**src/rtl/usb_ls_rx_pkg.sv**
```systemverilog
// Shared types for the low-speed receiver.
// Line state is encoded as {D+, D-}.
package usb_ls_rx_pkg;
    typedef enum logic [1:0] {
        LN_SE0 = 2'b00,
        LN_J   = 2'b01,
        LN_K   = 2'b10,
        LN_SE1 = 2'b11
    } line_t;

    typedef enum logic [2:0] {
        ST_IDLE,
        ST_HUNT,
        ST_CHECK,
        ST_RECV,
        ST_DRAIN
    } rx_state_t;
endpackage

```
**src/rtl/usb_ls_sync.sv**
```systemverilog
// Multi-stage synchroniser for a small bus of asynchronous inputs.
// Assumes each bit is independent; reset loads RST_VAL into every stage.
module usb_ls_sync #(
    parameter int          W       = 2,
    parameter int          STAGES  = 2,
    parameter logic [W-1:0] RST_VAL = '0
) (
    input  logic         clk,
    input  logic         rst_n,
    input  logic [W-1:0] d_async,
    output logic [W-1:0] d_sync
);
    logic [W-1:0] stage_q [STAGES];

    // Shift the inputs through the synchroniser chain.
    always_ff @(posedge clk) begin
        if (!rst_n) begin
            for (int i = 0; i < STAGES; i++) stage_q[i] <= RST_VAL;
        end else begin
            stage_q[0] <= d_async;
            for (int i = 1; i < STAGES; i++) stage_q[i] <= stage_q[i-1];
        end
    end

    assign d_sync = stage_q[STAGES-1];
endmodule

```
**src/rtl/usb_ls_bitclk.sv**
```systemverilog
// Bit-timing recovery: a phase counter that restarts on every line
// transition and strobes once per bit near its middle. A fractional
// accumulator adds one cycle to some periods so that the average period is
// BIT_CYC_INT + FRAC_NUM/FRAC_DEN cycles. Assumes FRAC_NUM < FRAC_DEN.
module usb_ls_bitclk
    import usb_ls_rx_pkg::*;
#(
    parameter int BIT_CYC_INT = 10,
    parameter int FRAC_NUM    = 2,
    parameter int FRAC_DEN    = 3
) (
    input  logic  clk,
    input  logic  rst_n,
    input  line_t line,
    output logic  samp_stb,
    output line_t samp_line
);
    localparam int CNT_W = $clog2(BIT_CYC_INT + 2);
    localparam int ACC_W = $clog2(FRAC_DEN + 1) + 1;
    localparam logic [CNT_W-1:0] HALF = CNT_W'(BIT_CYC_INT / 2);

    line_t            line_q;
    logic [CNT_W-1:0] cnt;
    logic [ACC_W-1:0] acc;
    logic             extra;
    logic             edge_seen;
    logic [CNT_W-1:0] last_cnt;
    logic [ACC_W-1:0] acc_sum;

    assign edge_seen = (line != line_q);
    assign last_cnt  = CNT_W'(BIT_CYC_INT - 1) + CNT_W'(extra);
    assign acc_sum   = acc + ACC_W'(FRAC_NUM);

    // Keep the previous line state so that transitions can be seen.
    always_ff @(posedge clk) begin
        if (!rst_n) line_q <= LN_J;
        else        line_q <= line;
    end

    // Phase counter with re-phase on transitions and fractional stretch.
    always_ff @(posedge clk) begin
        if (!rst_n) begin
            cnt   <= '0;
            acc   <= '0;
            extra <= 1'b0;
        end else if (edge_seen) begin
            cnt <= CNT_W'(1);
        end else if (cnt >= last_cnt) begin
            cnt <= '0;
            if (acc_sum >= ACC_W'(FRAC_DEN)) begin
                acc   <= acc_sum - ACC_W'(FRAC_DEN);
                extra <= 1'b1;
            end else begin
                acc   <= acc_sum;
                extra <= 1'b0;
            end
        end else begin
            cnt <= cnt + 1'b1;
        end
    end

    assign samp_stb  = (cnt == HALF) && !edge_seen;
    assign samp_line = line;
endmodule

```
**src/rtl/usb_ls_rx_core.sv**
```systemverilog
// Packet core: works on one line sample per bit. It hunts for the sync
// (J-to-K edge followed by a second K), NRZI-decodes, removes stuffed bits
// after six ones, assembles bytes LSB first and reports end of packet,
// overflow and sync timeout. All outputs are registered pulses.
module usb_ls_rx_core
    import usb_ls_rx_pkg::*;
#(
    parameter int BUF_BYTES = 11,
    parameter int SYNC_TO   = 16,
    parameter int LEN_W     = $clog2(BUF_BYTES + 1)
) (
    input  logic             clk,
    input  logic             rst_n,
    input  logic             samp_stb,
    input  line_t            samp_line,
    output logic [7:0]       rx_byte,
    output logic             rx_valid,
    output logic             pkt_done,
    output logic [LEN_W-1:0] pkt_len,
    output logic             err_ovf,
    output logic             err_sync
);
    localparam int TO_W = $clog2(SYNC_TO + 1);

    rx_state_t        state;
    line_t            prev_line;
    logic [TO_W-1:0]  tcnt;
    logic [2:0]       ones;
    logic [2:0]       bitn;
    logic [7:0]       shreg;
    logic [LEN_W-1:0] nbytes;
    logic             data_bit;
    logic             jk_edge;
    logic [7:0]       next_byte;

    assign data_bit  = (samp_line == prev_line);
    assign jk_edge   = (prev_line == LN_J) && (samp_line == LN_K);
    assign next_byte = {data_bit, shreg[7:1]};

    // Sync search, bit decode, unstuffing and byte assembly.
    always_ff @(posedge clk) begin
        if (!rst_n) begin
            state     <= ST_IDLE;
            prev_line <= LN_J;
            tcnt      <= '0;
            ones      <= '0;
            bitn      <= '0;
            shreg     <= '0;
            nbytes    <= '0;
            rx_byte   <= '0;
            rx_valid  <= 1'b0;
            pkt_done  <= 1'b0;
            pkt_len   <= '0;
            err_ovf   <= 1'b0;
            err_sync  <= 1'b0;
        end else begin
            rx_valid <= 1'b0;
            pkt_done <= 1'b0;
            err_ovf  <= 1'b0;
            err_sync <= 1'b0;
            if (samp_stb) begin
                prev_line <= samp_line;
                case (state)
                    ST_IDLE: begin
                        if (jk_edge) begin
                            state <= ST_CHECK;
                            tcnt  <= TO_W'(1);
                        end
                    end
                    ST_HUNT, ST_CHECK: begin
                        if (state == ST_CHECK && samp_line == LN_K) begin
                            state  <= ST_RECV;
                            ones   <= '0;
                            bitn   <= '0;
                            nbytes <= '0;
                        end else if (tcnt == TO_W'(SYNC_TO)) begin
                            err_sync <= 1'b1;
                            state    <= ST_IDLE;
                        end else if (samp_line == LN_SE0) begin
                            state <= ST_IDLE;
                        end else begin
                            tcnt <= tcnt + 1'b1;
                            if (state == ST_CHECK)  state <= ST_HUNT;
                            else if (jk_edge)       state <= ST_CHECK;
                        end
                    end
                    ST_RECV: begin
                        if (samp_line == LN_SE0) begin
                            pkt_done <= 1'b1;
                            pkt_len  <= nbytes;
                            state    <= ST_IDLE;
                        end else if (ones == 3'd6) begin
                            ones <= '0;
                        end else begin
                            ones  <= data_bit ? ones + 1'b1 : 3'd0;
                            shreg <= next_byte;
                            bitn  <= bitn + 1'b1;
                            if (bitn == 3'd7) begin
                                if (nbytes == LEN_W'(BUF_BYTES)) begin
                                    err_ovf <= 1'b1;
                                    state   <= ST_DRAIN;
                                end else begin
                                    rx_byte  <= next_byte;
                                    rx_valid <= 1'b1;
                                    nbytes   <= nbytes + 1'b1;
                                end
                            end
                        end
                    end
                    ST_DRAIN: begin
                        if (samp_line == LN_SE0) state <= ST_IDLE;
                    end
                    default: state <= ST_IDLE;
                endcase
            end
        end
    end
endmodule

```
**src/rtl/usb_ls_rx.sv**
```systemverilog
// Top level of the low-speed receiver: synchroniser, bit-timing recovery
// and packet core. The data lines are asynchronous; the clock must be
// several times the bit rate (BIT_CYC_INT cycles per bit, at least 4).
module usb_ls_rx
    import usb_ls_rx_pkg::*;
#(
    parameter int BIT_CYC_INT = 10,
    parameter int FRAC_NUM    = 2,
    parameter int FRAC_DEN    = 3,
    parameter int BUF_BYTES   = 11,
    parameter int SYNC_TO     = 16,
    parameter int SYNC_STAGES = 2,
    localparam int LEN_W      = $clog2(BUF_BYTES + 1)
) (
    input  logic             clk,
    input  logic             rst_n,
    input  logic             usb_dp,
    input  logic             usb_dm,
    output logic [7:0]       rx_byte,
    output logic             rx_valid,
    output logic             pkt_done,
    output logic [LEN_W-1:0] pkt_len,
    output logic             err_ovf,
    output logic             err_sync
);
    logic [1:0] lines_sync;
    line_t      line_now;
    logic       samp_stb;
    line_t      samp_line;

    usb_ls_sync #(.W(2), .STAGES(SYNC_STAGES), .RST_VAL(2'b01)) u_sync (
        .clk     (clk),
        .rst_n   (rst_n),
        .d_async ({usb_dp, usb_dm}),
        .d_sync  (lines_sync)
    );

    assign line_now = line_t'(lines_sync);

    usb_ls_bitclk #(
        .BIT_CYC_INT (BIT_CYC_INT),
        .FRAC_NUM    (FRAC_NUM),
        .FRAC_DEN    (FRAC_DEN)
    ) u_bitclk (
        .clk       (clk),
        .rst_n     (rst_n),
        .line      (line_now),
        .samp_stb  (samp_stb),
        .samp_line (samp_line)
    );

    usb_ls_rx_core #(
        .BUF_BYTES (BUF_BYTES),
        .SYNC_TO   (SYNC_TO),
        .LEN_W     (LEN_W)
    ) u_core (
        .clk       (clk),
        .rst_n     (rst_n),
        .samp_stb  (samp_stb),
        .samp_line (samp_line),
        .rx_byte   (rx_byte),
        .rx_valid  (rx_valid),
        .pkt_done  (pkt_done),
        .pkt_len   (pkt_len),
        .err_ovf   (err_ovf),
        .err_sync  (err_sync)
    );
endmodule

```
**config.mk**
```make
export PLATFORM = sky130hd
export DESIGN_NAME = usb_ls_rx
export DESIGN_NICKNAME = d
export VERILOG_FILES = /design/src/rtl/usb_ls_rx_pkg.sv /design/src/rtl/usb_ls_sync.sv /design/src/rtl/usb_ls_bitclk.sv /design/src/rtl/usb_ls_rx_core.sv /design/src/rtl/usb_ls_rx.sv
export SDC_FILE = /design/constraint.sdc
export NUM_CORES = 1
export LEC_CHECK = 0
export ABC_AREA = 1
export BUFFER_PORTS_ARGS = -buffer_cell sky130_fd_sc_hd__clkbuf_2
export CAP_MARGIN = 20
export CORE_UTILIZATION = 50
export DETAILED_ROUTE_END_ITERATION = 12
export GPL_TIMING_DRIVEN = 0
export PLACE_DENSITY_LB_ADDON = 0.2
export SLEW_MARGIN = 20
export SYNTH_ARGS = -nofsm -noshare
export SYNTH_HDL_FRONTEND = slang
export SYNTH_SLANG_ARGS = --single-unit
```
**constraint.sdc**
```tcl
create_clock -name clk -period 1.8 [get_ports clk]
set_input_delay 0.36 -clock clk [delete_from_list [all_inputs] [get_ports clk]]
set_output_delay 0.36 -clock clk [all_outputs]
set_load 0.005 [all_outputs]
```
==> results.ini <==
[routing]
vias = 2620
totalWireLength_um = 6290
first_pass_iters = 4
ant_nets = 0
wire_per_inst_um = 12.1
drt-initial-drc-count = 106
drc = 0
post_drt_via_cell_ratio = 5.05

[layout]
fillCellCount = 567
diodes = 0
final_layout_size_suffix_gt1_share_pct = 18.6
stdcell_area_sq_um = 3370
stdcell_count = 519
areaGrowthSynthToFinish_pct = 13.9
nNetsFinal = 459
seq_area_sq_um = 1140
multi_input_area_sq_um = 1590
finish.utilization_pct = 60.1

[logic_synthesis]
yosysSeqAreaShare_pct = 38.5
synth.ff_latch_count = 57
synth_flop_cell = dfxtp_1
synth.distinct_cells = 32
yosysWarnings = 0
syn-cell-area_sq_um = 2960
postSynth.asyncResetShare_pct = 0
postSynthAreaPerCell_sq_um = 7.17
synth_edf_count = 0
syn-instance-count = 413
synth_nets = 430

[timing]
rsz0062_at_grt = no
worst_pin_slew_ps = 592
worst_slack_ps = 105
hold_violations = 0
slew_viol_final = 0
skew_ps = 5.69
finalSetupViolCount = 0
finalCritPeriodShare_pct = 94.1
max_slew_margin_pct = 60.6
period_minus_slack_ps = 1690
fmax_mhz = 590
whs_ps = 201
tns_ps = 0

[global_routing]
grt.total_usage_pct = 22.9
grt_max_degree = 11
grt_pass1_wl_um = 11000
grt_antenna_before_repair = 0
grt_pass1_vias = 2534
overflow = 0

[clock_network]
postCtsHoldBufs = 0
cts_tree = done
cts_buffer_depth = 2
cts_setup_buffers = 0
clockRootBuffer = clkbuf_8
h-tree-depth = 3
cts_made_buffers = 9
path_clk_slew_ps = 60
cts_sinks = 57
clock_latency_ps = 340

[worst_setup_path]
critPathMostFrequentCell = nand2_1
r2r_slack_ps = 110
crit_fanout = 10
slowest_delay_ps = 360
crit_required_ps = 2040
slowest_stage = dfxtp_1
endpoint = u_core.rx_byte[4]
worstPathArrival_ps = 1930
cp_num_buf_inv = 3
startpoint_type = flop
critPathKind = reg2reg
crit_cells = 9
reg2reg_depth = 9
critPathTopFamily = simple AND/OR/NAND/NOR gates
crit_chain = inv_1 -> ha_1 -> nand2_1 -> inv_2 -> nor3_4 -> buf_6 -> nand3_1 -> nand2_1 -> nor2_1
crit_path_start = u_core.ones[0]
cp-end-kind = flop
r2r_end = u_core.rx_byte[4]
r2r_start = u_core.ones[0]

[power_and_ir_drop]
power.density_nw_per_um2 = 763
ir_drop_uv = 617
leakage_nw = 1.53
total_power_mw = 2.57

[place]
preCtsSetupSlack_ps = 35.7
routabilityCongestion = 0.856
dpl.hpwl_um = 4550
io_buffers = 18
placed_area_sq_um = 3140
dpl.cell_count = 503

[die]
die_h_um = 78.9
start_util_pct = 52.8
boundaryPins = 20
fp-row-count = 27
core_region_area_sq_um = 5610
die_w_um = 78.9
dieArea_sq_um = 6230

[outcome]
status = finished clean

[flow_run]
cap_violations = 0

[hold_path]
hp-class = in2reg

## worst min-delay path by stage
| stage | depth (start not counted) | from | slack [ps] | end |
|---|---|---|---|---|
| CTS | 3 | usb_dp | 190 | u_sync.stage_q[0][1] |
| detailed placement | 2 | u_sync.stage_q[0][1] | 400 | u_sync.stage_q[0][3] |
| finish | 3 | usb_dp | 200 | u_sync.stage_q[0][1] |
| global route | 2 | usb_dm | 200 | u_sync.stage_q[0][0] |
| global placement | 2 | u_sync.stage_q[0][1] | 400 | u_sync.stage_q[0][3] |
| floorplan | 2 | u_sync.stage_q[0][1] | 390 | u_sync.stage_q[0][3] |
## timing repair
item / in CTS / in global routing
resized for setup: 0 / 11
hold endpoints to repair: 0 / 0
setup endpoints to repair: 0 / 29
## kinds of logic (layout without fill, tap and decap cells)
| family | count (synthesis) | count (layout) | share of synthesized area [%] |
|---|---|---|---|
| and+or+nand+nor | 223 | 223 | 36.1 |
| buffers and inverters | 64 | 98 | 8.79 |
| DFF | 57 | 57 | 38.5 |
| AOI/OAI and AO/OA | 48 | 48 | 8.20 |
| adders and majority gates | 13 | 13 | 5.49 |
| xor gates and xnor gates | 8 | 8 | 2.87 |
## state kept, by name, summed over array words and instances, names as in the netlist, 4 cells and up
register and count:
u_bitclk.cnt 4, u_core.shreg 7, u_sync.stage_q 4, u_core.pkt_len 4
u_core.nbytes 4, u_core.tcnt 5, u_core.rx_byte 8
## area by class of cell
cell class                      count  area share (%)
Buffer                              9            1.60
Sequential cell                    57            34.0
Multi-Input combinational cell    292            47.2
Timing Repair Buffer               18            2.67
Tap cell                           72            2.67
Clock inverter                      6            1.71
Inverter                           55            6.12
Clock buffer                       10            4.08
## where the power goes
| group | switching [mW] | internal (mW) | total (mW) | leakage, nW |
|---|---|---|---|---|
| combinational | 0.0770 | 0.0378 | 0.115 | 0.969 |
| sequential | 0.0120 | 1.27 | 1.29 | 0.462 |
| clock | 0.508 | 0.666 | 1.17 | 0.102 |
| total | 0.597 | 1.98 | 2.57 | 1.53 |
## worst reg2reg max path, stage by stage (launching register included)
cell,delay (ps)
dfxtp_1,360
inv_1,80
ha_1,200
nand2_1,200
inv_2,130
nor3_4,280
buf_6,180
nand3_1,70
nand2_1,70
nor2_1,40
## per-layer routing
layer | part of all wire [%] | track usage (%) | up-vias
li1 | - | - | 1359
met1 | 48 | 27.9 | 1195
met2 | 45 | 38.0 | 51
met3 | 4.0 | 6.32 | 15
met4 | 2.3 | 9.64 | 0
met5 | 0 | 0 | -
## cell usage in the layout, fill, tap and decap left out, drive strengths merged
cell type,n
a21oi,33
and3,1
buf,4
bufinv,1
clkbuf,33
clkinv,4
clkinvlp,1
dfxtp,57
ha,13
inv,55
nand2,107
nand3,38
nand3b,2
nand4,4
nor2,62
nor3,4
nor4,1
o21ai,13
o22ai,2
or2,4
xnor2,6
xor2,2
## synthesized netlist by cell type (2+ instances only)
cell type  instances  share of area, %
nor2_2             6               1.3
nand2_4            3               1.1
xnor2_2            2               1.1
nand3b_1           2              0.51
xnor2_1            4               1.2
o22ai_1            2              0.42
dfxtp_1           57                39
nor2_4             5               1.9
o21ai_0           11               1.9
nand3_2            5               1.7
xor2_1             2              0.59
o21ai_1            2              0.34
or2_2              4              0.85
nand2_1           99                13
buf_6              2              0.76
nand4_1            3              0.63
nand3_1           33               5.6
a21oi_1           33               5.6
ha_1              13               5.5
inv_2              6              0.76
nor2_1            50               6.3
nor3_1             3              0.51
inv_1             49               6.2
nand2_2            5               1.1
clkbuf_1           5              0.63
Note: power is estimated with default switching activity, not from simulation.
